--- config.mk ---
export PLATFORM = sky130hd
export DESIGN_NAME = i2cx_expander
export DESIGN_NICKNAME = d
export VERILOG_FILES = /design/src/rtl/i2cx_pkg.sv /design/src/rtl/i2cx_line_mon.sv /design/src/rtl/i2cx_link.sv /design/src/rtl/i2cx_sink.sv /design/src/rtl/i2cx_expander.sv
export SDC_FILE = /design/constraint.sdc
export NUM_CORES = 1
export LEC_CHECK = 0
export ABC_AREA = 1
export BUFFER_PORTS_ARGS = -buffer_cell sky130_fd_sc_hd__buf_4
export CORE_ASPECT_RATIO = 1.5
export CORE_MARGIN = 1.5
export CORE_UTILIZATION = 45
export CTS_BUF_LIST = sky130_fd_sc_hd__clkbuf_16
export CTS_CLUSTER_SIZE = 30
export DETAILED_ROUTE_END_ITERATION = 16
export PLACE_DENSITY = 0.67
export SLEW_MARGIN = 20
export SYNTH_ARGS = -nofsm -noshare
export SYNTH_HDL_FRONTEND = slang
export SYNTH_SLANG_ARGS = --single-unit
--- constraint.sdc ---
create_clock -name clk -period 4 [get_ports clk]
set_clock_uncertainty 0.15 [all_clocks]
set_input_delay 0 -clock clk [delete_from_list [all_inputs] [get_ports clk]]
set_output_delay 0 -clock clk [all_outputs]
set_load 0.005 [all_outputs]
--- src/rtl/i2cx_pkg.sv ---
package i2cx_pkg;

   // byte-level phase of the serial link
   typedef enum logic [2:0] {
      ST_IDLE,
      ST_ADDR,
      ST_CHAN,
      ST_WDATA,
      ST_RDATA
   } link_st_e;

   // where data bytes of the current write go
   typedef enum logic [1:0] {
      TGT_NONE,
      TGT_DAC,
      TGT_PORT
   } wr_tgt_e;

   localparam int BYTE_W   = 8;
   localparam int BITCNT_W = 4;
   localparam logic [3:0] SEL_STREAM = 4'hF;

endpackage

--- src/rtl/i2cx_line_mon.sv ---
module i2cx_line_mon (
   input  logic clk,
   input  logic rst_n,
   input  logic scl_i,
   input  logic sda_i,
   output logic scl_rise,
   output logic scl_fall,
   output logic start_det,
   output logic stop_det
);

   logic scl_q, sda_q;

   always_ff @(posedge clk or negedge rst_n) begin
      if (!rst_n) begin
         scl_q <= 1'b1;
         sda_q <= 1'b1;
      end else begin
         scl_q <= scl_i;
         sda_q <= sda_i;
      end
   end

   assign scl_rise  = scl_i & ~scl_q;
   assign scl_fall  = ~scl_i & scl_q;
   assign start_det = scl_i & scl_q & sda_q & ~sda_i;
   assign stop_det  = scl_i & scl_q & ~sda_q & sda_i;

endmodule

--- src/rtl/i2cx_link.sv ---
module i2cx_link
   import i2cx_pkg::*;
(
   input  logic              clk,
   input  logic              rst_n,
   input  logic              scl_rise,
   input  logic              scl_fall,
   input  logic              start_det,
   input  logic              stop_det,
   input  logic              sda_i,
   input  logic [6:0]        dev_addr,
   input  logic [BYTE_W-1:0] rd_sample,
   output logic              sda_pull,
   output logic              chan_ev,
   output logic              data_ev,
   output logic              read_begin,
   output logic              xfer_end,
   output logic [BYTE_W-1:0] byte_val
);

   link_st_e              st_q;
   logic [BITCNT_W-1:0]   bitcnt_q;
   logic [BYTE_W-1:0]     shreg_q;
   logic [BYTE_W-2:0]     txreg_q;
   logic                  pull_q;
   logic                  mack_q;
   logic                  rw_q;

   always_ff @(posedge clk or negedge rst_n) begin
      if (!rst_n) begin
         st_q       <= ST_IDLE;
         bitcnt_q   <= '0;
         shreg_q    <= '0;
         txreg_q    <= '0;
         pull_q     <= 1'b0;
         mack_q     <= 1'b0;
         rw_q       <= 1'b0;
         chan_ev    <= 1'b0;
         data_ev    <= 1'b0;
         read_begin <= 1'b0;
         xfer_end   <= 1'b0;
         byte_val   <= '0;
      end else begin
         chan_ev    <= 1'b0;
         data_ev    <= 1'b0;
         read_begin <= 1'b0;
         xfer_end   <= 1'b0;
         if (start_det) begin
            st_q     <= ST_ADDR;
            bitcnt_q <= '0;
            pull_q   <= 1'b0;
            xfer_end <= 1'b1;
         end else if (stop_det) begin
            st_q     <= ST_IDLE;
            pull_q   <= 1'b0;
            xfer_end <= 1'b1;
         end else if (st_q != ST_IDLE) begin
            if (scl_rise) begin
               if (bitcnt_q < BITCNT_W'(8))
                  shreg_q <= {shreg_q[BYTE_W-2:0], sda_i};
               if (bitcnt_q < BITCNT_W'(9))
                  bitcnt_q <= bitcnt_q + BITCNT_W'(1);
               if (st_q == ST_RDATA && bitcnt_q == BITCNT_W'(8))
                  mack_q <= ~sda_i;
            end else if (scl_fall) begin
               if (bitcnt_q == BITCNT_W'(8)) begin
                  // start of the acknowledge slot
                  unique case (st_q)
                     ST_ADDR: begin
                        if (shreg_q[7:1] == dev_addr) begin
                           rw_q       <= shreg_q[0];
                           pull_q     <= 1'b1;
                           read_begin <= shreg_q[0];
                        end else begin
                           st_q <= ST_IDLE;
                        end
                     end
                     ST_CHAN: begin
                        pull_q   <= 1'b1;
                        chan_ev  <= 1'b1;
                        byte_val <= shreg_q;
                     end
                     ST_WDATA: begin
                        pull_q   <= 1'b1;
                        data_ev  <= 1'b1;
                        byte_val <= shreg_q;
                     end
                     default: pull_q <= 1'b0;
                  endcase
               end else if (bitcnt_q == BITCNT_W'(9)) begin
                  // end of the acknowledge slot
                  bitcnt_q <= '0;
                  unique case (st_q)
                     ST_ADDR: begin
                        if (rw_q) begin
                           st_q    <= ST_RDATA;
                           txreg_q <= rd_sample[BYTE_W-2:0];
                           pull_q  <= ~rd_sample[BYTE_W-1];
                        end else begin
                           st_q   <= ST_CHAN;
                           pull_q <= 1'b0;
                        end
                     end
                     ST_CHAN: begin
                        st_q   <= ST_WDATA;
                        pull_q <= 1'b0;
                     end
                     ST_RDATA: begin
                        if (mack_q) begin
                           txreg_q <= rd_sample[BYTE_W-2:0];
                           pull_q  <= ~rd_sample[BYTE_W-1];
                        end else begin
                           st_q   <= ST_IDLE;
                           pull_q <= 1'b0;
                        end
                     end
                     default: pull_q <= 1'b0;
                  endcase
               end else if (st_q == ST_RDATA && bitcnt_q != '0) begin
                  txreg_q <= {txreg_q[BYTE_W-3:0], 1'b0};
                  pull_q  <= ~txreg_q[BYTE_W-2];
               end
            end
         end
      end
   end

   assign sda_pull = pull_q;


   // pull-down may only begin on a clock that saw SCL fall
   sda_rise_on_fall_chk: assert property (@(posedge clk) disable iff (!rst_n)
      $rose(pull_q) |-> $past(scl_fall));


   // an idle link never holds the line low
   idle_release_chk: assert property (@(posedge clk) disable iff (!rst_n)
      (st_q == ST_IDLE) |-> !pull_q);

endmodule

--- src/rtl/i2cx_sink.sv ---
module i2cx_sink
   import i2cx_pkg::*;
#(
   parameter int DAC_CH_MAX = 8,
   parameter int DAC_CH_MIN = 4,
   parameter int DAC_W      = 8,
   parameter int PORT_W     = 8,
   parameter int NARROW_W   = 4
) (
   input  logic                        clk,
   input  logic                        rst_n,
   input  logic                        narrow,
   input  logic [PORT_W-1:0]           port_mask,
   input  logic                        chan_ev,
   input  logic                        data_ev,
   input  logic                        read_begin,
   input  logic                        xfer_end,
   input  logic [BYTE_W-1:0]           byte_val,
   output logic [PORT_W-1:0]           port_out,
   output logic [PORT_W-1:0]           port_oe,
   output logic [DAC_CH_MAX*DAC_W-1:0] dac_flat
);

   localparam logic [3:0] CNT_WIDE = 4'(DAC_CH_MAX);
   localparam logic [3:0] CNT_SLIM = 4'(DAC_CH_MIN);

   wr_tgt_e          tgt_q;
   logic [3:0]       sel_q;
   logic [3:0]       cnt_now;
   logic [3:0]       nib;
   logic             port_wr;
   logic [PORT_W-1:0] out_q, oe_q;

   assign cnt_now = narrow ? CNT_WIDE : CNT_SLIM;
   assign nib     = byte_val[3:0];
   assign port_wr = data_ev && (tgt_q == TGT_PORT);

   always_ff @(posedge clk or negedge rst_n) begin
      if (!rst_n) begin
         tgt_q <= TGT_NONE;
         sel_q <= '0;
      end else if (xfer_end) begin
         tgt_q <= TGT_NONE;
      end else if (chan_ev) begin
         if (nib == SEL_STREAM) begin
            tgt_q <= TGT_PORT;
         end else if (nib != 4'd0 && nib <= cnt_now) begin
            tgt_q <= TGT_DAC;
            sel_q <= nib;
         end else begin
            tgt_q <= TGT_NONE;
         end
      end else if (data_ev && tgt_q == TGT_DAC) begin
         tgt_q <= TGT_NONE;
      end
   end

   always_ff @(posedge clk or negedge rst_n) begin
      if (!rst_n) begin
         out_q <= '0;
         oe_q  <= '0;
      end else if (port_wr) begin
         out_q <= byte_val[PORT_W-1:0] & port_mask;
         oe_q  <= port_mask;
      end else if (read_begin) begin
         oe_q <= '0;
      end
   end

   assign port_out = out_q;
   assign port_oe  = oe_q;

   for (genvar k = 0; k < DAC_CH_MAX; k++) begin : g_dac
      logic [DAC_W-1:0] code_q;
      logic             we;
      assign we = data_ev && (tgt_q == TGT_DAC) && (sel_q == 4'(k + 1));
      always_ff @(posedge clk or negedge rst_n) begin
         if (!rst_n)  code_q <= '0;
         else if (we) code_q <= byte_val[DAC_W-1:0];
      end
      assign dac_flat[k*DAC_W +: DAC_W] = code_q;
   end


   // data bytes not aimed at a DAC channel leave the whole bank alone
   dac_guard_chk: assert property (@(posedge clk) disable iff (!rst_n)
      (data_ev && tgt_q != TGT_DAC) |=> $stable(dac_flat));


   // port data moves only after a data byte event
   port_move_chk: assert property (@(posedge clk) disable iff (!rst_n)
      !$stable(out_q) |-> $past(data_ev));


   // slim port never drives its upper bits
   narrow_upper_chk: assert property (@(posedge clk) disable iff (!rst_n)
      (port_wr && narrow) |=> (out_q[PORT_W-1:NARROW_W] == '0));


   // the port can only be re-enabled by a stream byte
   oe_rise_chk: assert property (@(posedge clk) disable iff (!rst_n)
      (!$stable(oe_q) && oe_q != '0) |-> $past(port_wr));

endmodule

--- src/rtl/i2cx_expander.sv ---
module i2cx_expander
   import i2cx_pkg::*;
#(
   parameter logic [3:0] ADDR_HI    = 4'b1001,
   parameter int         DAC_CH_MAX = 8,
   parameter int         DAC_CH_MIN = 4,
   parameter int         DAC_W      = 8,
   parameter int         PORT_W     = 8,
   parameter int         NARROW_W   = 4
) (
   input  logic                        clk,
   input  logic                        rst_n,
   input  logic                        scl_i,
   input  logic                        sda_i,
   input  logic [2:0]                  strap_i,
   input  logic [PORT_W-1:0]           port_in_i,
   output logic                        sda_pull_o,
   output logic [PORT_W-1:0]           port_out_o,
   output logic [PORT_W-1:0]           port_oe_o,
   output logic [DAC_CH_MAX*DAC_W-1:0] dac_code_o
);

   if (PORT_W > BYTE_W || PORT_W < 1) begin : g_bad_port
      $error("PORT_W must lie in 1..8");
   end
   if (NARROW_W >= PORT_W || NARROW_W < 1) begin : g_bad_narrow
      $error("NARROW_W must be below PORT_W");
   end
   if (DAC_CH_MAX > 14 || DAC_CH_MIN < 1 || DAC_CH_MIN > DAC_CH_MAX) begin : g_bad_ch
      $error("channel counts must satisfy 1 <= MIN <= MAX <= 14");
   end
   if (DAC_W > BYTE_W || DAC_W < 1) begin : g_bad_dac
      $error("DAC_W must lie in 1..8");
   end

   logic                scl_rise, scl_fall, start_det, stop_det;
   logic                chan_ev, data_ev, read_begin, xfer_end;
   logic [BYTE_W-1:0]   byte_val;
   logic [BYTE_W-1:0]   rd_sample;
   logic [PORT_W-1:0]   port_mask;
   logic                narrow;

   assign narrow = strap_i[2];

   for (genvar i = 0; i < BYTE_W; i++) begin : g_lane
      if (i < NARROW_W) begin : g_always
         assign port_mask[i] = 1'b1;
         assign rd_sample[i] = port_in_i[i];
      end else if (i < PORT_W) begin : g_wide_only
         assign port_mask[i] = ~narrow;
         assign rd_sample[i] = port_in_i[i] & ~narrow;
      end else begin : g_absent
         assign rd_sample[i] = 1'b0;
      end
   end

   i2cx_line_mon u_mon (
      .clk       (clk),
      .rst_n     (rst_n),
      .scl_i     (scl_i),
      .sda_i     (sda_i),
      .scl_rise  (scl_rise),
      .scl_fall  (scl_fall),
      .start_det (start_det),
      .stop_det  (stop_det)
   );

   i2cx_link u_link (
      .clk        (clk),
      .rst_n      (rst_n),
      .scl_rise   (scl_rise),
      .scl_fall   (scl_fall),
      .start_det  (start_det),
      .stop_det   (stop_det),
      .sda_i      (sda_i),
      .dev_addr   ({ADDR_HI, strap_i}),
      .rd_sample  (rd_sample),
      .sda_pull   (sda_pull_o),
      .chan_ev    (chan_ev),
      .data_ev    (data_ev),
      .read_begin (read_begin),
      .xfer_end   (xfer_end),
      .byte_val   (byte_val)
   );

   i2cx_sink #(
      .DAC_CH_MAX (DAC_CH_MAX),
      .DAC_CH_MIN (DAC_CH_MIN),
      .DAC_W      (DAC_W),
      .PORT_W     (PORT_W),
      .NARROW_W   (NARROW_W)
   ) u_sink (
      .clk        (clk),
      .rst_n      (rst_n),
      .narrow     (narrow),
      .port_mask  (port_mask),
      .chan_ev    (chan_ev),
      .data_ev    (data_ev),
      .read_begin (read_begin),
      .xfer_end   (xfer_end),
      .byte_val   (byte_val),
      .port_out   (port_out_o),
      .port_oe    (port_oe_o),
      .dac_flat   (dac_code_o)
   );

endmodule

## Word level (Yosys, flattened, before mapping)

Cells that the tools add are included.
W data, S select, Z words.

- Register bits after elaboration: 125
- Logic and storage cells: 191
- Output and inout bits: 81

- Muxes and demuxes: 70
- Equal/unequal tests: 30
- Reduce and logical (&&, ||, !) cells: 36
- Order comparisons: 3
- Bitwise operators: 25
- Add/subtract/negate cells: 1

Operators with widths:

| kind | number |
|---|---|
| $mux W1 | 36 |
| $mux W4 | 9 |
| $mux W3 | 11 |
| $mux W7 | 4 |
| $reduce_bool A3 Y1 | 6 |
| $eq A4 B3 Y1 const B | 4 |
| $eq A4 B4 Y1 const B | 4 |
| $mux W8 | 2 |
| $reduce_and A8 Y1 | 2 |
| $reduce_and A5 Y1 | 3 |
| $pmux W7 S2 | 1 |
| $logic_and A1 B1 Y1 | 13 |
| $not A1 Y1 | 13 |
| $reduce_bool A4 Y1 | 3 |
| $and A1 B1 Y1 | 11 |
| $ne A5 B5 Y1 const B | 2 |
| $reduce_and A10 Y1 | 1 |
| $pmux W3 S3 | 1 |
| $and A8 B8 Y8 | 1 |
| $eq A4 B2 Y1 const B | 2 |
| $lt A4 B4 Y1 const B | 2 |
| $mux W2 | 4 |
| $ne A4 B4 Y1 const B | 2 |
| $eq A7 B7 Y1 | 1 |
| other kinds (20) | 27 |

## Logic depth before layout (Yosys ltp)

Gate-level depths: netlist of run 1.

- Depth after elaboration: 12
- Gate-level depth with buffers: 13
- Mapped depth without buffers: 13

## Cells and area by module

A second synthesis of run 1 with hierarchy kept.

- Cell total of the unflattened synthesis: 655
- Area total of the unflattened synthesis: 5,739.3 µm²

Modules (own cells, without submodules):

| module | seq. area each (µm²) | instances | cells each | area an instance (µm²) |
|---|---|---|---|---|
| i2cx_sink | 2,152.1 | 1 | 353 | 3,523.4 |
| i2cx_link | 925.9 | 1 | 278 | 2,080.7 |
| i2cx_line_mon | 52.6 | 1 | 13 | 93.8 |
| i2cx_expander | 0.0 | 1 | 11 | 41.3 |

## Worst setup path before layout of run 1

Ideal clock, no wire load.

- Kind: register to register
- Start point: register u_link.bitcnt_q[0]
- End point: register u_link.txreg_q[5]
- Library setup time: 0.123 ns
- Cell stages (with the launch flop): 11
- Buffers on the path: 1
- Arrival time: 1.435 ns
- Period minus slack after synthesis: 1.708 ns
- Path slack: 2.292 ns
- Cells stage by stage: dfrtp_1 inv_1 ha_1 nand2_2 nor2_2 nor2_4 inv_4 nor2_4 nand3_4 buf_6 o21ai_2

- Cells in the longest elaborated chain, start to end: 4
- Elaborated cells between the ends (all ways): 11
- Classes of those cells: eq/ne (5); mux (1); bitwise (1); reduce/logical (4)

Ends and longest elaborated chain:

| element | RTL line | text |
|---|---|---|
| start: declaration | i2cx_link.sv:22 | `logic [BITCNT_W-1:0] bitcnt_q;` |
| start signal: assignment | i2cx_link.sv:62 | `bitcnt_q <= bitcnt_q + BITCNT_W'(1);` |
| branches (longest 4 deep; another with $reduce_and A10 Y1) | n/a |  |
| end signal: assignment | i2cx_link.sv:97 | `txreg_q <= rd_sample[BYTE_W-2:0];` |
| end signal: assignment | i2cx_link.sv:110 | `txreg_q <= rd_sample[BYTE_W-2:0];` |
| end signal: assignment | i2cx_link.sv:120 | `txreg_q <= {txreg_q[BYTE_W-3:0], 1'b0};` |
| end: declaration | i2cx_link.sv:24 | `logic [BYTE_W-2:0] txreg_q;` |

Several ways; the timed one is not identified.
A chain may end at the register's enable or synchronous reset.

## Worst setup path after layout of run 1

- Start point: register u_link.bitcnt_q[0]
- End point: register u_link.rw_q

- Cells in the longest elaborated chain, start to end: 2

Ends and longest elaborated chain:

| element | RTL line | text |
|---|---|---|
| $eq A4 B4 Y1 | i2cx_link.sv:66 | `if (bitcnt_q == BITCNT_W'(8)) begin` |
| $reduce_and A8 Y1 (no source line) | n/a |  |
| end signal: assignment | i2cx_link.sv:71 | `rw_q <= shreg_q[0];` |
| end: declaration | i2cx_link.sv:27 | `logic rw_q;` |

Every way passes these cells.

==> reports/qor.txt, run 1 <==
RSZ-0062 raised after global routing -> false
Arrival @ worst endpoint -> 2.42 ns
Setup bufs post-CTS -> 0
Startpoint Class -> register
Net Count, Synth -> 594
Die Wd -> 90.4 µm
Clock-pin slew on the worst setup and hold paths -> 0.06 ns
Sequential share of the synthesized area -> 57.8%
CTS Root Cell -> clkbuf_16
Status -> finished clean
CTS tree -> built
#FFs+latches synth -> 119
Routed vias -> 4211
Maximum fanout along the worst path -> 4
Wire per inst -> 14.0 µm
CTS Buf Count -> 17
Setup TNS -> 0 ns
CORE AREA -> 11100 µm²
Initial DRC count -> 205
DRC -> 0
Register area -> 2980 µm²
Dpl ws -> 1.78 ns
Clock Sinks -> 119
Layout Nets -> 701
Worst-Margin Slew -> 0.764 ns
DRT antenna net count -> 0
Area occupied by multi-input gates -> 1840 µm²
Slew Limit Fails -> 0
First-pass GRT wire length -> 19900 µm
Min Tclk post-route -> 2.28 ns
FMAX -> 438 MHz
Synthesis Warnings -> 0
Net switching power -> 0.000910 W
Cell area after synthesis -> 5160 µm²
Worst setup margin -> 1.72 ns
Diodes inserted -> 0
# port buffers -> 95
Fin crit share -> 57.1%
Pwr per Cell Area -> 490 nW/µm²
Layout area overhead -> 29.0%
Comb pwr share -> 13.2%
Share of layout cells above drive strength 1 -> 23.8%
Die Span Y -> 134 µm
H-tree depth -> 4
Total track usage -> 20.9%
Slew Limit Headroom -> 49.1%
Layout fillers -> 965
Grt total ovfl -> 0
Max VDD drop -> 0.272 mV
Tightest Hold Check Type -> in2reg
Post-DP HPWL -> 8280 µm
Register share of total power -> 41.5%
Starting Density -> 46.4%
Sw Ratio -> 27.9%
# hold bufs at CTS -> 14
P_leak -> 3.27 nW
# setup viols final -> 0
Clock power share -> 45.2%
Number of global-route vias before repair -> 4096
Worst setup EP type -> register
Worst EP required -> 4.14 ns
Gp weighted congestion -> 0.933
Die ar. -> 12100 µm²
Drt pass-1 iters -> 4
Routed wire length -> 11800 µm
Synth cell types -> 32
Cell count after synthesis -> 574
Vias/cell -> 5.01
Mapped Avg Cell Area -> 8.99 µm²
Internal power -> 0.00235 W
IO Pins -> 96
Post_cts resized -> 0
Clock Tree Buf Depth -> 2
Initial antenna violation count -> 0
Cell row count -> 47
Number of max-cap violations -> 0
Clock latency on the worst-skew pair -> 0.41 ns
CP Class -> reg2reg
Largest net degree at the start of global routing -> 63
Final hold vios -> 0
WHS -> 0.0100 ns
## state kept, by name, summed over array words and instances (netlist names), 2 cells and up
register             count
u_sink.port_out          8
u_sink.port_oe           2
u_sink.g_dac.code_q     64
u_link.byte_val          8
u_sink.tgt_q             2
u_link.st_q              3
u_sink.sel_q             4
u_link.txreg_q           7
u_link.bitcnt_q          4
u_link.shreg_q           8
## worst paths after layout
check | startpoint | end | slack, ns | cells after the start
worst min-delay path | strap_i[2] | u_sink.port_out[4] | 0.01 | 4
max in group asynchronous | rst_n | u_link.byte_val[2] | 2.69 | 3
worst max register to register | u_link.bitcnt_q[0] | u_link.rw_q | 1.72 | 10
min in group asynchronous | rst_n | u_sink.g_dac[6].code_q[6] | 0.07 | 2
worst max-delay path | u_link.bitcnt_q[0] | u_link.rw_q | 1.72 | 10
worst min register to register | u_link.read_begin | u_sink.port_oe[6] | 0.30 | 1
## Yosys cell counts
cell type	count	area, µm²
a21oi_1	4	20.0
buf_2	8	40.0
buf_4	7	52.6
buf_6	2	22.5
clkbuf_1	6	22.5
dfrtp_1	117	2930
dfstp_2	2	52.6
ha_1	5	62.6
inv_1	48	180
inv_2	3	11.3
inv_4	1	6.26
mux2i_1	3	30.0
nand2_1	168	631
nand2_2	8	50.1
nand3_1	18	90.1
nand3_2	1	10.0
nand3_4	1	17.5
nand4_1	6	37.5
nand4_2	1	12.5
nor2_1	30	113
nor2_2	4	25.0
nor2_4	5	56.3
nor3_1	4	20.0
nor3_2	1	10.0
nor3_4	1	16.3
nor3b_1	1	7.51
nor4_1	1	6.26
o21ai_0	101	505
o21ai_1	5	25.0
o21ai_2	8	70.1
o31ai_1	2	15.0
or2_2	2	12.5
## layer usage
metal / vias to the layer above / part of all wire [%] / GRT usage [%] / routed length, µm
met4: 0 / 2.0 / 7.94 / 241
met3: 22 / 5.0 / 5.33 / 586
met2: 127 / 53 / 37.1 / 6220
met5: - / 0 / 0 / 0
li1: 2067 / - / - / -
met1: 1995 / 40 / 24.1 / 4730
## cell type report
cell class	count	area share [%]
Tap cell	147	2.76
Inverter	52	2.97
Clock buffer	17	6.39
Clock inverter	15	2.35
Multi-Input combinational cell	380	27.7
Timing Repair Buffer	111	13.0
Sequential cell	119	44.8
## cells by family (layout without fill, tap and decap cells)
group	after synthesis	count (layout)	share of synthesized area, %
simple gates	252	252	21.6
flops	119	119	57.8
mux	3	3	0.582
compound gates	120	120	12.3
fa+ha+maj	5	5	1.21
buf+inv	75	195	6.50
## through the flow
step                      std cells  util [%]  power [W]  instance area, µm²
after floorplan                 574         -    0.00165                5160
after global placement          795      53.4    0.00178                5930
after detailed placement        795      53.4    0.00179                5930
after CTS                       841      59.9    0.00329                6660
after global routing            841      59.9    0.00342                6660
final                           841      59.9    0.00326                6660
## power groups by stage
stage,sequential (W),clock [W],combinational (W)
final,0.00135,0.00147,0.000432
after floorplan,0.00136,0,0.000294
after global routing,0.00136,0.00156,0.000501
after detailed placement,0.00137,0,0.000420
after CTS,0.00135,0.00150,0.000438
after global placement,0.00137,0,0.000407
## layout by cell type, fill, tap and decap left out, types with 5 or more instances in the layout
cell type        n
buf_4           97
clkbuf_16       17
clkinv_4         5
dfrtp_1        117
dlygate4sd3_1   14
ha_1             5
inv_1           49
nand2_1        168
nand2_2          8
nand3_1         18
nand4_1          6
nor2_1          30
nor2_4           5
o21ai_0        101
o21ai_1          5
o21ai_2          8
## critical path, stage by stage (launching register included)
cell and delay, ns:
dfrtp_1 0.40, inv_1 0.12, ha_1 0.20, inv_1 0.07
nor2_1 0.12, nand2_1 0.12, nor3_1 0.20, nand3_1 0.08
dlygate4sd3_1 0.59, nand2_1 0.06, o21ai_1 0.05
Note: power is estimated with default switching activity, not from simulation.
==> run 2, diff against run 1 <==
==> constraint.sdc (replaced) <==
create_clock -name clk -period 2.4 [get_ports clk]
set_clock_uncertainty 0.15 [all_clocks]
set_input_delay 0 -clock clk [delete_from_list [all_inputs] [get_ports clk]]
set_output_delay 0 -clock clk [all_outputs]
set_load 0.005 [all_outputs]
==> run 2 against run 1 <==
First-iteration DRC count grew 17%. Non-clock buffer count grew 5. Worst setup slack lost 1.5 ns. Register-to-register slack lost 1.5 ns. Sequential power grew 67%. Sequential cell count is the same. Design area grew 1.2%. Critical path type unchanged. Highest routed layer unchanged.
==> reports/qor.txt, run 2 (synthesis gave the netlist of run 1 again) <==
RSZ-0062 raised after global routing -> false
Register share of total power -> 40.4% (-1.1 points)
# port buffers -> 95 (unchanged)
Post-route cell area -> 6740 µm² (+1.2%)
Startpoint Class -> register
Worst-Margin Slew -> 0.567 ns (-0.197 ns)
Arrival @ worst endpoint -> 2.37 ns (-0.05 ns)
Slew Limit Fails -> 0 (unchanged)
Clock Tree Buf Depth -> 2 (unchanged)
Die Span Y -> 134 µm (unchanged)
Cell row count -> 47 (unchanged)
Share of layout cells above drive strength 1 -> 24.9% (+1.1 points)
Clock Sinks -> 119 (unchanged)
Grt total ovfl -> 0 (unchanged)
Clock-pin slew on the worst setup and hold paths -> 0.06 ns (about the same)
Setup TNS -> 0 ns (unchanged)
Tightest Hold Check Type -> in2reg
Layout fillers -> 960 (-0.52%)
Internal power -> 0.00404 W (+72%)
Final core occ -> 60.6% (+0.74 points)
First-pass GRT wire length -> 20100 µm (+1.3%)
Worst setup EP type -> register
DRT antenna net count -> 0 (unchanged)
Maximum fanout along the worst path -> 4 (unchanged)
Pwr per Cell Area -> 829 nW/µm² (+69%)
DRC -> 0 (unchanged)
Gp weighted congestion -> 0.868 (-7.0%)
Largest reg by FF count -> u_sink.g_dac.code_q
CP Class -> reg2reg
H-tree depth -> 4 (unchanged)
Number of flip-flops in the largest register -> 64 (unchanged)
CORE AREA -> 11100 µm² (unchanged)
Initial antenna violation count -> 0 (unchanged)
Max VDD drop -> 0.696 mV (+160%)
Commonest non-fill, non-tap cell in the layout -> nand2_1
Layout Nets -> 706 (+0.71%)
Slew Limit Headroom -> 62.2% (+13 points)
Routed wire length -> 12200 µm (+3.6%)
Die Wd -> 90.4 µm (unchanged)
Placed cell area -> 5970 µm² (+0.59%)
Post-DP HPWL -> 8390 µm (+1.4%)
Placed insts -> 798 (+0.38%)
Net switching power -> 0.00155 W (+70%)
Clock power share -> 46.2% (+1.0 points)
Clock latency on the worst-skew pair -> 0.41 ns (about the same)
Power, Total -> 0.00559 W (+71%)
Most frequent cells in the layout -> nand2_1 (168), dfrtp_1 (117), o21ai_0 (101)
Min Tclk post-route -> 2.23 ns (-0.0543 ns)
Sw Ratio -> 27.8% (-0.18 points)
# setup viols final -> 0 (unchanged)
P_leak -> 3.31 nW (+1.2%)
Initial DRC count -> 240 (+17%)
IO Pins -> 96 (unchanged)
Largest net degree at the start of global routing -> 47 (-25%)
CTS Root Cell -> clkbuf_16
Routed vias -> 4299 (+2.1%)
Die ar. -> 12100 µm² (unchanged)
Fin crit share -> 92.9% (+36 points)
CTS Buf Count -> 17 (unchanged)
CTS tree -> built
Diodes inserted -> 0 (unchanged)
Drt pass-1 iters -> 5 (+1)
FMAX -> 449 MHz (+2.4%)
Final hold vios -> 0 (unchanged)
Worst EP required -> 2.54 ns (-1.60 ns)
Final Non-Filler Cells -> 846 (+0.59%)
Status -> finished clean
Wire per inst -> 14.4 µm (+3.0%)
Number of global-route vias before repair -> 4118 (+0.54%)
Number of max-cap violations -> 0 (unchanged)
Starting Density -> 46.4% (unchanged)
Layout area overhead -> 30.6%
Total track usage -> 21.4% (+0.48 points)
Vias/cell -> 5.08 (+1.5%)
Comb pwr share -> 13.4% (+0.2 points)
run 2: changes by cell type in the layout (fill, tap and decap cells not counted):
cell | previous run | this run
buf_12 | 0 | 1
buf_4 | 97 | 100
bufinv_16 | 2 | 3
clkinv_1 | 1 | 0
clkinv_2 | 1 | 2
clkinv_4 | 5 | 3
dlygate4sd3_1 | 14 | 15
ha_1 | 5 | 4
ha_2 | 0 | 1
inv_1 | 49 | 47
inv_2 | 3 | 5
inv_6 | 2 | 3
nor3_1 | 4 | 3
nor3_2 | 1 | 2
run 2: final timing paths:
check,slack [ns],from,to,cells after the start
max in group asynchronous,0.64,rst_n,u_sink.g_dac[2].code_q[1],4
worst max-delay path,0.17,u_link.bitcnt_q[0],u_link.rw_q,10
worst min register to register,0.33,u_link.byte_val[5],u_link.byte_val[5],2
worst max register to register,0.17,u_link.bitcnt_q[0],u_link.rw_q,10
min in group asynchronous,0.52,rst_n,u_sink.g_dac[7].code_q[2],3
worst min-delay path,0.11,strap_i[0],u_link.sda_pull,10
run 2: routing by layer:
metal / vias to the layer above / wire length, µm / track usage, %
met5: - / 0 / 0
met4: 0 / 264 / 8.20
met3: 23 / 564 / 5.16
met2: 123 / 6540 / 38.9
met1: 2085 / 4840 / 24.0
li1: 2068 / - / -
run 2: layout make-up:
class                   count  area, µm²  share of cell area [%]
multi-input cells         380       1850                    27.5
clock buffers              17        425                    6.31
inverters                  52        198                    2.93
clock inverters            15        179                    2.66
well taps                 147        184                    2.73
flip-flops and latches    119       2980                    44.2
repair buffers            116        921                    13.7
run 2: timing repair:
| item | CTS | global route |
|---|---|---|
| hold buffers | 15 | 0 |
| buffers inserted | 0 | 1 |
| setup endpoints to repair | 0 | 2 |
| gates resized for setup | 0 | 4 |
| hold endpoints to repair | 139 | 0 |
run 2: through the flow:
step	setup WS, ns	hold slack (ns)
after detailed placement	0.495	-0.112
after global routing	0.00520	0.134
final	0.170	0.112
after global placement	0.532	-0.118
after floorplan	0.692	-0.446
after CTS	0.0911	0.0965
run 2: power groups by stage:
stage	clock network, W	registers, W	logic (W)
floorplan	0	0.00226	0.000490
global placement	0	0.00228	0.000688
detailed placement	0	0.00229	0.000712
CTS	0.00262	0.00226	0.000738
global route	0.00273	0.00227	0.000859
finish	0.00258	0.00226	0.000751
run 2: worst max-delay path, stage by stage (launching register included):
cell and delay, ns:
dfrtp_1 0.39, inv_2 0.09, ha_2 0.19, inv_1 0.06, nor2_1 0.12, nand2_1 0.13, nor3_2 0.19, nand3_1 0.08
dlygate4sd3_1 0.59, nand2_1 0.07, o21ai_1 0.06
==> run 3, diff against run 2 <==
--- a/config.mk
+++ b/config.mk
@@ -13,7 +13,7 @@
 export CTS_BUF_LIST = sky130_fd_sc_hd__clkbuf_16
 export CTS_CLUSTER_SIZE = 30
 export DETAILED_ROUTE_END_ITERATION = 16
-export PLACE_DENSITY = 0.67
+export PLACE_DENSITY = 0.75
 export SLEW_MARGIN = 20
 export SYNTH_ARGS = -nofsm -noshare
 export SYNTH_HDL_FRONTEND = slang
==> constraint.sdc (replaced) <==
create_clock -name clk -period 2.7 [get_ports clk]
set_clock_uncertainty 0.15 [all_clocks]
set_input_delay 0 -clock clk [delete_from_list [all_inputs] [get_ports clk]]
set_output_delay 0 -clock clk [all_outputs]
set_load 0.005 [all_outputs]
==> run 3 against run 2 <==
Global-route usage rose by 0.21 points. Highest routed layer unchanged. Worst hold slack got worse by 0.10 ns. Routed wire length rose by 0.51%. Sequential share of layout area rose by 0.066 points. Cell count fell by 0.59%. Critical path depth fell by 1. Non-clock buffer count fell by 4. Clock power fell by 7%.
==> reports/qor.txt, run 3 (synthesis gave the netlist of run 1 again) <==
DRT antenna net count -> 0 (unchanged)
Setup TNS -> 0 ns (unchanged)
Routed vias -> 4259 (-0.93%)
Clock latency on the worst-skew pair -> 0.41 ns (about the same)
First-pass GRT wire length -> 20500 µm (+2.0%)
DRC -> 0 (unchanged)
Wire per inst -> 14.6 µm (+1.1%)
Gp weighted congestion -> 0.952 (+9.7%)
Die Wd -> 90.4 µm (unchanged)
Area occupied by multi-input gates -> 1840 µm² (-0.41%)
Arrival @ worst endpoint -> 2.61 ns (+0.24 ns)
IO Pins -> 96 (unchanged)
# hold bufs at CTS -> 14 (-1)
P_leak -> 3.30 nW (about the same)
Startpoint Class -> register
Register area -> 2980 µm² (unchanged)
Clock-pin slew on the worst setup and hold paths -> 0.05 ns (about the same)
Clock Sinks -> 119 (unchanged)
Grt total ovfl -> 0 (unchanged)
CTS tree -> built
Die Span Y -> 134 µm (unchanged)
CP cell instances -> inv_1, ha_1, inv_1, nor2_1, nand2_1, nor3_1, nand3_1, dlygate4sd3_1, nor2_1
Pwr per Cell Area -> 755 nW/µm² (-8.9%)
Most frequent cells in the layout -> nand2_1 (168), dfrtp_1 (117), o21ai_0 (101)
Sw Ratio -> 26.2% (-1.5 points)
Final hold vios -> 0 (unchanged)
Worst setup margin -> 0.269 ns (+0.0984 ns)
# port buffers -> 95 (unchanged)
Share of layout cells above drive strength 1 -> 23.9% (-0.97 points)
CORE AREA -> 11100 µm² (unchanged)
Tightest Hold Check Type -> in2reg
Initial antenna violation count -> 0 (unchanged)
Setup bufs post-CTS -> 0 (unchanged)
Maximum fanout along the worst path -> 4 (unchanged)
Worst EP required -> 2.88 ns (+0.34 ns)
Routed wire length -> 12300 µm (+0.51%)
CTS Buf Count -> 17 (unchanged)
Total track usage -> 21.6% (+0.21 points)
Cell row count -> 47 (unchanged)
Layout fillers -> 917 (-4.5%)
Dpl ws -> 0.726 ns (+0.232 ns)
Number of max-cap violations -> 0 (unchanged)
Number of flip-flops in the largest register -> 64 (unchanged)
FMAX -> 411 MHz (-8.3%)
Comb pwr share -> 12.9% (-0.5 points)
Final Non-Filler Cells -> 841 (-0.59%)
Register share of total power -> 39.6% (-0.8 points)
Clock power share -> 47.5% (+1.3 points)
Drt pass-1 iters -> 5 (unchanged)
Placed insts -> 796 (-0.25%)
Slew Limit Headroom -> 47.5% (-15 points)
H-tree depth -> 4 (unchanged)
Number of global-route vias before repair -> 4294 (+4.3%)
Die ar. -> 12100 µm² (unchanged)
Layout Nets -> 702 (-0.57%)
Post_cts resized -> 0 (unchanged)
CTS Root Cell -> clkbuf_16
Slowest-stage cell, CP -> dlygate4sd3_1
Largest net degree at the start of global routing -> 62 (+32%)
Layout area overhead -> 30.4%
Largest reg by FF count -> u_sink.g_dac.code_q
Fin crit share -> 90.0% (-2.9 points)
Diodes inserted -> 0 (unchanged)
RSZ-0062 raised after global routing -> false
Net switching power -> 0.00133 W (-14%)
Commonest non-fill, non-tap cell in the layout -> nand2_1
Worst setup EP type -> register
Internal power -> 0.00375 W (-7.2%)
Slowest stage delay, CP -> 0.61 ns (+0.02 ns)
Initial DRC count -> 294 (+23%)
CP Class -> reg2reg
Post-DP HPWL -> 8340 µm (-0.61%)
Clock Tree Buf Depth -> 2 (unchanged)
Max VDD drop -> 0.500 mV (-28%)
Slew Limit Fails -> 0 (unchanged)
Starting Density -> 46.4% (unchanged)
Worst-Margin Slew -> 0.787 ns (+0.220 ns)
Min Tclk post-route -> 2.43 ns (+0.202 ns)
Status -> finished clean
# setup viols final -> 0 (unchanged)
Vias/cell -> 5.06 (-0.34%)
## run 3: worst paths after layout
check                                    from                         to  slack [ns]  depth (start not counted)
max reg2reg                u_link.bitcnt_q[0]          u_link.read_begin        0.27                          9
max in group asynchronous               rst_n                u_mon.sda_q        1.54                          3
max                        u_link.bitcnt_q[0]          u_link.read_begin        0.27                          9
min                                strap_i[2]         u_sink.port_out[5]       0.008                          4
min reg2reg                 u_link.read_begin          u_sink.port_oe[3]        0.32                          1
min in group asynchronous               rst_n  u_sink.g_dac[6].code_q[3]        0.06                          2
## run 3: power groups by stage
stage | Combinational, W | Clock (W) | Sequential [W]
after floorplan | 0.000436 | 0 | 0.00201
after global placement | 0.000603 | 0 | 0.00203
after detailed placement | 0.000629 | 0 | 0.00204
after CTS | 0.000658 | 0.00244 | 0.00201
after global routing | 0.000748 | 0.00253 | 0.00203
final | 0.000655 | 0.00241 | 0.00201
## run 3: metrics by stage
step / util [%] / total power [W] / cell area (µm²) / hold WS (ns)
final: 60.5 / 0.00508 / 6730 / 0.00809
after CTS: 60.5 / 0.00511 / 6730 / 0.0114
after floorplan: - / 0.00245 / 5160 / -0.446
after detailed placement: 53.6 / 0.00267 / 5950 / -0.0159
after global routing: 60.5 / 0.00530 / 6730 / 0.0304
after global placement: 53.6 / 0.00263 / 5950 / -0.0277
## run 3: worst max-delay path: cells and delay by family, from the launching register on
family	cells	cell delay, ns
buffers and inverters	3	0.81
and+or+nand+nor	5	0.77
DFF	1	0.40
adders and majority gates	1	0.21
## run 3: layout make-up
| class | count | area share (%) |
|---|---|---|
| inverter | 52 | 2.94 |
| clock buffer | 17 | 6.32 |
| multi-input combinational | 380 | 27.4 |
| clock inverter | 14 | 3.11 |
| sequential | 119 | 44.3 |
| timing repair buffer | 112 | 13.2 |
| tap | 147 | 2.73 |
## run 3: per-layer routing
layer  wire length, µm  vias up  GRT usage, %
met5                 0        -             0
met4               338        0          10.5
met3               491       33          5.39
met2              6630      129          38.9
met1              4810     2038          23.5
li1                  -     2059             -
